==> config.mk <==
export PLATFORM = sky130hd
export DESIGN_NAME = os_systolic_mm
export DESIGN_NICKNAME = d
export VERILOG_FILES = /design/src/rtl/os_sa_pkg.sv /design/src/rtl/os_sa_skew.sv /design/src/rtl/os_sa_pe.sv /design/src/rtl/os_sa_ctrl.sv /design/src/rtl/os_systolic_mm.sv
export SDC_FILE = /design/constraint.sdc
export NUM_CORES = 2
export LEC_CHECK = 0
export ABC_AREA = 1
export BUFFER_PORTS_ARGS = -buffer_cell sky130_fd_sc_hd__buf_2
export CORE_MARGIN = 2
export CORE_UTILIZATION = 40
export DETAILED_ROUTE_END_ITERATION = 6
export GPL_TIMING_DRIVEN = 0
export PLACE_DENSITY = 0.67
export SLEW_MARGIN = 10
export SYNTH_ARGS = -nofsm -noshare
export SYNTH_HDL_FRONTEND = slang
export SYNTH_SLANG_ARGS = --single-unit
==> constraint.sdc <==
create_clock -name clk -period 13.5 [get_ports clk]
set_input_delay 2.025 -clock clk [delete_from_list [all_inputs] [get_ports clk]]
set_output_delay 2.025 -clock clk [all_outputs]
set_load 0.01 [all_outputs]
==> src/rtl/os_sa_pkg.sv <==
package os_sa_pkg;

  localparam int OPW = 8;

  typedef enum logic [1:0] {
    ST_IDLE  = 2'd0,
    ST_FEED  = 2'd1,
    ST_FLUSH = 2'd2,
    ST_DONE  = 2'd3
  } sa_state_e;

  // accumulator width: full product plus growth over k_len additions
  function automatic int acc_width(input int k_len);
    return 2 * OPW + $clog2(k_len);
  endfunction

endpackage

==> src/rtl/os_sa_skew.sv <==
// Per-lane delay line at the array edge; DEPTH = 0 is a plain wire.
module os_sa_skew #(
  parameter int DEPTH = 1,
  parameter int W     = 8
) (
  input  logic         clk,
  input  logic         rst_n,
  input  logic         clr,
  input  logic         adv,
  input  logic [W-1:0] din,
  output logic [W-1:0] dout
);

  if (DEPTH == 0) begin : g_pass
    assign dout = din;
  end else begin : g_delay
    logic [W-1:0] sr_q [DEPTH];
    logic [W-1:0] sr_d [DEPTH];

    always_comb begin
      sr_d[0] = din;
      for (int s = 1; s < DEPTH; s++) sr_d[s] = sr_q[s-1];
    end

    always_ff @(posedge clk or negedge rst_n) begin
      if (!rst_n) begin
        for (int s = 0; s < DEPTH; s++) sr_q[s] <= '0;
      end else if (clr) begin
        for (int s = 0; s < DEPTH; s++) sr_q[s] <= '0;
      end else if (adv) begin
        for (int s = 0; s < DEPTH; s++) sr_q[s] <= sr_d[s];
      end
    end

    assign dout = sr_q[DEPTH-1];
  end

endmodule

==> src/rtl/os_sa_pe.sv <==
// One output-stationary cell: accumulates a*b in place when the grid advances.
module os_sa_pe #(
  parameter int OPW   = 8,
  parameter int ACC_W = 20
) (
  input  logic                    clk,
  input  logic                    rst_n,
  input  logic                    clr,
  input  logic                    adv,
  input  logic signed [OPW-1:0]   a_in,
  input  logic signed [OPW-1:0]   b_in,
  output logic signed [ACC_W-1:0] acc
);

  logic signed [2*OPW-1:0] prod;
  logic signed [ACC_W-1:0] acc_q, acc_d;

  always_comb begin
    prod  = a_in * b_in;
    acc_d = acc_q + ACC_W'(prod);
  end

  always_ff @(posedge clk or negedge rst_n) begin
    if (!rst_n)     acc_q <= '0;
    else if (clr)   acc_q <= '0;
    else if (adv)   acc_q <= acc_d;
  end

  assign acc = acc_q;

endmodule

==> src/rtl/os_sa_ctrl.sv <==
// Tile sequencer: feed K steps, flush 2N-1 steps, then hold done.
module os_sa_ctrl
  import os_sa_pkg::*;
#(
  parameter int N = 4,
  parameter int K = 16
) (
  input  logic clk,
  input  logic rst_n,
  input  logic start,
  input  logic in_valid,
  output logic adv,
  output logic feed,
  output logic clr,
  output logic done
);

  localparam int TOTAL = K + 2 * N - 1;
  localparam int CW    = $clog2(TOTAL + 1);
  localparam logic [CW-1:0] LAST_FEED  = CW'(K - 1);
  localparam logic [CW-1:0] LAST_FLUSH = CW'(TOTAL - 1);

  sa_state_e      state_q, state_d;
  logic [CW-1:0]  cnt_q, cnt_d;
  logic           done_q, done_d;

  always_comb begin
    adv     = !start && (((state_q == ST_FEED) && in_valid) || (state_q == ST_FLUSH));
    state_d = state_q;
    cnt_d   = cnt_q;
    done_d  = done_q;
    if (start) begin
      state_d = ST_FEED;
      cnt_d   = '0;
      done_d  = 1'b0;
    end else if (adv) begin
      cnt_d = cnt_q + 1'b1;
      if ((state_q == ST_FEED) && (cnt_q == LAST_FEED)) state_d = ST_FLUSH;
      if ((state_q == ST_FLUSH) && (cnt_q == LAST_FLUSH)) begin
        state_d = ST_DONE;
        done_d  = 1'b1;
      end
    end
  end

  always_ff @(posedge clk or negedge rst_n) begin
    if (!rst_n) begin
      state_q <= ST_IDLE;
      cnt_q   <= '0;
      done_q  <= 1'b0;
    end else begin
      state_q <= state_d;
      cnt_q   <= cnt_d;
      done_q  <= done_d;
    end
  end

  assign feed = (state_q == ST_FEED) && !start;
  assign clr  = start;
  assign done = done_q;

endmodule

==> src/rtl/os_systolic_mm.sv <==
module os_systolic_mm #(
  parameter  int N     = 4,
  parameter  int K     = 16,
  localparam int OPW   = os_sa_pkg::OPW,
  localparam int ACC_W = os_sa_pkg::acc_width(K),
  localparam int IW    = (N > 1) ? $clog2(N) : 1
) (
  input  logic             clk,
  input  logic             rst_n,
  input  logic             start,
  input  logic             in_valid,
  input  logic [N*OPW-1:0] in_a,
  input  logic [N*OPW-1:0] in_b,
  input  logic [IW-1:0]    rd_row,
  input  logic [IW-1:0]    rd_col,
  output logic             done,
  output logic [ACC_W-1:0] rd_data
);

  // reset: asserted asynchronously, released on the second edge
  logic rst_s1_q, rst_s2_q;
  always_ff @(posedge clk or negedge rst_n) begin
    if (!rst_n) begin
      rst_s1_q <= 1'b0;
      rst_s2_q <= 1'b0;
    end else begin
      rst_s1_q <= 1'b1;
      rst_s2_q <= rst_s1_q;
    end
  end
  logic rst_core_n;
  assign rst_core_n = rst_s2_q;

  logic adv, feed, clr;

  os_sa_ctrl #(.N(N), .K(K)) u_ctrl (
    .clk      (clk),
    .rst_n    (rst_core_n),
    .start    (start),
    .in_valid (in_valid),
    .adv      (adv),
    .feed     (feed),
    .clr      (clr),
    .done     (done)
  );

  logic [OPW-1:0] a_edge [N];
  logic [OPW-1:0] b_edge [N];

  for (genvar l = 0; l < N; l++) begin : g_lane
    logic [OPW-1:0] a_gate, b_gate;
    assign a_gate = feed ? in_a[l*OPW +: OPW] : '0;
    assign b_gate = feed ? in_b[l*OPW +: OPW] : '0;

    os_sa_skew #(.DEPTH(l), .W(OPW)) u_skew_a (
      .clk (clk), .rst_n (rst_core_n), .clr (clr), .adv (adv),
      .din (a_gate), .dout (a_edge[l])
    );
    os_sa_skew #(.DEPTH(l), .W(OPW)) u_skew_b (
      .clk (clk), .rst_n (rst_core_n), .clr (clr), .adv (adv),
      .din (b_gate), .dout (b_edge[l])
    );
  end

  // operand hop registers: a moves right, b moves down, one hop per advance
  logic [OPW-1:0] a_hop_q [N][N-1];
  logic [OPW-1:0] b_hop_q [N-1][N];

  always_ff @(posedge clk or negedge rst_n) begin
    if (!rst_n) begin
      for (int r = 0; r < N; r++)
        for (int c = 0; c < N-1; c++) begin
          a_hop_q[r][c] <= '0;
          b_hop_q[c][r] <= '0;
        end
    end else if (!rst_core_n || clr) begin
      for (int r = 0; r < N; r++)
        for (int c = 0; c < N-1; c++) begin
          a_hop_q[r][c] <= '0;
          b_hop_q[c][r] <= '0;
        end
    end else if (adv) begin
      for (int r = 0; r < N; r++) begin
        a_hop_q[r][0] <= a_edge[r];
        b_hop_q[0][r] <= b_edge[r];
        for (int c = 1; c < N-1; c++) begin
          a_hop_q[r][c] <= a_hop_q[r][c-1];
          b_hop_q[c][r] <= b_hop_q[c-1][r];
        end
      end
    end
  end

  logic [ACC_W-1:0] acc_grid [N][N];

  for (genvar i = 0; i < N; i++) begin : g_row
    for (genvar j = 0; j < N; j++) begin : g_col
      logic [OPW-1:0] a_pe, b_pe;
      if (j == 0) begin : g_a_edge
        assign a_pe = a_edge[i];
      end else begin : g_a_hop
        assign a_pe = a_hop_q[i][j-1];
      end
      if (i == 0) begin : g_b_edge
        assign b_pe = b_edge[j];
      end else begin : g_b_hop
        assign b_pe = b_hop_q[i-1][j];
      end

      os_sa_pe #(.OPW(OPW), .ACC_W(ACC_W)) u_pe (
        .clk   (clk),
        .rst_n (rst_core_n),
        .clr   (clr),
        .adv   (adv),
        .a_in  (a_pe),
        .b_in  (b_pe),
        .acc   (acc_grid[i][j])
      );
    end
  end

  assign rd_data = acc_grid[rd_row][rd_col];

endmodule

==> results.ini <==
[status]
status=finished clean

[synthesis]
yosysWarnings=0
postSynthCellCount=11100
synthSimpleGateAreaFrac_pct=16.7
yosysSeqAreaShare_pct=17.6
synth.distinct_cells=41
synth-adder-area-share_pct=42.5
synth_edf_count=0
synth_compound_area_share_pct=7.89
synthFlopType=dfrtp_1
synth-xor-area-share_pct=0.617
synthMuxAreaShare_pct=0.0839
synth_fp_nets=13300
yosys_register_bits=618
async_flop_share_pct=100
netlist_area_sq_mm=0.0880
synth_top_family_by_area=adder cells
avgSynthCellArea_sq_um=7.93

[drt]
drt_iter0_markers=6025
firstDrtPassIters=6
drtAntennaViolNets=0
num_vias=73000
viasPerCell=5.12
wl_per_cell_microns=22.2
drc=0
routed_wl_microns=316000

[clock_network]
post_cts_resized=0
clock_latency_ns=0.74
cts_inserted_buffers=82
postCtsSetupBuffers=0
htreeDepth=3
cts-hold-fix-buffers=0
path_clk_slew_ns=0.07
cts.sinks=618
cts_root_buffer=clkbuf_16
tritoncts=done
cts_buffer_depth=3

[power_and_ir_drop]
power_density_mw_per_mm2=58.7
power_frac_seq_pct=35.1
p_switching_mw=1.99
sw_frac_of_total_pct=35.6
comb_power_share_pct=21.8
ir_drop_uv=86.0
leakage_nw=54.1
power.internal_mw=3.60
pwr-share-clk_pct=43.1

[timing]
finClkSkew_ns=0.0445
finalWorstSetupSlack_ns=6.06
max_freq_ghz=0.134
min_period_over_period_pct=55.1
drv_slew=0
hold_violations=0
setup_viol=0
tns_ns=0
tightest_slew_ns=1.39
rsz0062_at_grt=no
slew_headroom_pct=7.30
fin_hold_ws_ns=0.352
period_minus_slack_ns=7.44

[floorplan]
coreArea_sq_mm=0.219
die_y_microns=473
io_pins=93
start_util_pct=40.1
die_w_microns=473
core.rowCount=172
dieArea_sq_mm=0.224

[global_routing]
grt_pass1_vias=72200
grt_use_total_pct=28.6
antenna_found_initial=36
grt_max_degree=99
grt_overflow=0
grt_pass1_wl_microns=471000

[final_layout]
area_growth_pct=8.27
layout_commonest_cell=inv_1
layout-drive-gt1-share_pct=3.10
final_nets=13500
most-common-layout-cells=inv_1, nand2_1, fa_1
stdcell_count=14200
num-fill-cells=22000
fin_util_pct=43.5

[hold_path]
min_path_type=register to asynchronous set/reset pin

[placement]
globalplace.congestion=1.03
port_buffers=88
pre_cts_slack_ns=5.37
placedCellCount=14100
hpwl_microns=264000

[worst_setup_path]
arrival_ns=8.04
start_kind=input port
critPathKind=input port to register
slowest_delay_ns=0.98
cp-end-kind=register
required_ns=14.10
r2r_slack_ns=7.23
slowest_stage=nor2_1
cp_max_fo=12
crit_chain=buf_2, nor3_1, buf_2, nand2_1, nor2_1, fa_1, fa_1, fa_1, fa_1, ha_1, ha_1, a21oi_1, inv_1, nand2_1, nand3_1, a21oi_1, nand2_1, nand3_1, nand2_1

[flow_run]
drv_cap=0

-- metal layers --
layer / vias up / track usage (%) / wire [microns]
li1: 33600 / - / -
met1: 36200 / 39.3 / 135000
met2: 2720 / 43.3 / 138000
met3: 484 / 4.80 / 24500
met4: 18 / 14.8 / 18400
met5: - / 0.411 / 233
-- worst max-delay path, delay by kind of cell --
| kind | cells | cell delay [ns] |
|---|---|---|
| adders and majority gates | 6 | 2.75 |
| buffers and inverters | 3 | 0.60 |
| AOI/OAI and AO/OA | 2 | 0.52 |
| and+or+nand+nor | 8 | 2.13 |
-- synthesized netlist by cell type, types with 7 or more instances --
master / instances / area share (%)
o21ai_1: 72 / 0.41
a21oi_1: 429 / 2.4
nand3b_1: 77 / 0.66
dfrtp_1: 618 / 18
nor4_1: 12 / 0.085
xor2_1: 31 / 0.31
a22o_1: 8 / 0.080
o21a_1: 21 / 0.18
o21ai_0: 614 / 3.5
nand4_1: 48 / 0.34
inv_1: 2916 / 12
o211ai_1: 11 / 0.094
buf_1: 19 / 0.081
nand2_1: 2518 / 11
buf_2: 77 / 0.44
nor2_1: 304 / 1.3
clkbuf_1: 365 / 1.6
nand3_1: 582 / 3.3
o21bai_1: 12 / 0.10
buf_4: 7 / 0.060
nor3_1: 8 / 0.045
xnor2_1: 31 / 0.31
ha_1: 739 / 11
o22ai_1: 84 / 0.60
fa_1: 1408 / 32
o31ai_1: 11 / 0.094
o221ai_1: 38 / 0.38
and2_1: 16 / 0.11
-- path summary, 6_finish.rpt --
| check | startpoint | endpoint | cells past startpoint |
|---|---|---|---|
| worst max-delay path | start | g_row[0].g_col[0].u_pe.acc[19] | 19 |
| worst max register to register | u_ctrl.state_q[1] | g_row[0].g_col[0].u_pe.acc[19] | 18 |
| worst min register to register | rst_core_n | g_lane[1].u_skew_b.dout[3] | 0 |
| max in group asynchronous | rst_n | g_row[3].g_col[3].a_pe[6] | 3 |
| min in group clk | rst_s1_q | rst_core_n | 0 |
| worst min-delay path | rst_core_n | g_lane[1].u_skew_b.dout[3] | 0 |
-- sequential cells by signal (all words and copies together), names as in the netlist --
signal,count
g_row.g_col.a_pe,96
g_lane.u_skew_b.dout,24
g_lane.u_skew_a.dout,24
u_ctrl.done,1
g_lane.u_skew_b.g_delay.sr_d,24
u_ctrl.state_q,2
g_row.g_col.b_pe,96
g_lane.u_skew_a.g_delay.sr_d,24
rst_core_n,1
u_ctrl.cnt_q,5
rst_s1_q,1
g_row.g_col.u_pe.acc,320
-- power by group through the flow --
stage                     clock network [mW]  registers [mW]  logic, mW
after floorplan                            0            1.96      0.663
after global placement                     0            2.02       1.15
after detailed placement                   0            1.99       1.19
after CTS                               2.43            1.96       1.20
after global routing                    2.50            1.97       1.32
final                                   2.41            1.96       1.22
-- layout make-up --
class | instances | area [sq um] | share of cell area (%)
multi-input cells | 7096 | 59700 | 62.6
flip-flops and latches | 618 | 15500 | 16.2
inverters | 2921 | 11000 | 11.5
well taps | 2871 | 3590 | 3.77
clock buffers | 109 | 2310 | 2.42
plain buffers | 470 | 1910 | 2.01
repair buffers | 101 | 788 | 0.827
clock inverters | 41 | 533 | 0.559
diodes | 15 | 37.5 | 0.0394
-- per-stage QoR --
stage | instance area [sq um] | power (mW)
global route | 95300 | 5.79
global placement | 92000 | 3.17
CTS | 95300 | 5.59
floorplan | 88000 | 2.63
detailed placement | 92400 | 3.19
finish | 95300 | 5.59
-- logic make-up after synthesis --
| family | count (synthesis) |
|---|---|
| adder cells (fa/ha/maj) | 2147 |
| other | 1 |
| flip-flops | 618 |
| XOR/XNOR | 62 |
| AO/OA/AOI/OAI | 1303 |
| AND/OR/NAND/NOR | 3576 |
| buffers and inverters | 3391 |
| multiplexers | 7 |
No activity file was read; power rests on OpenSTA's default activity.
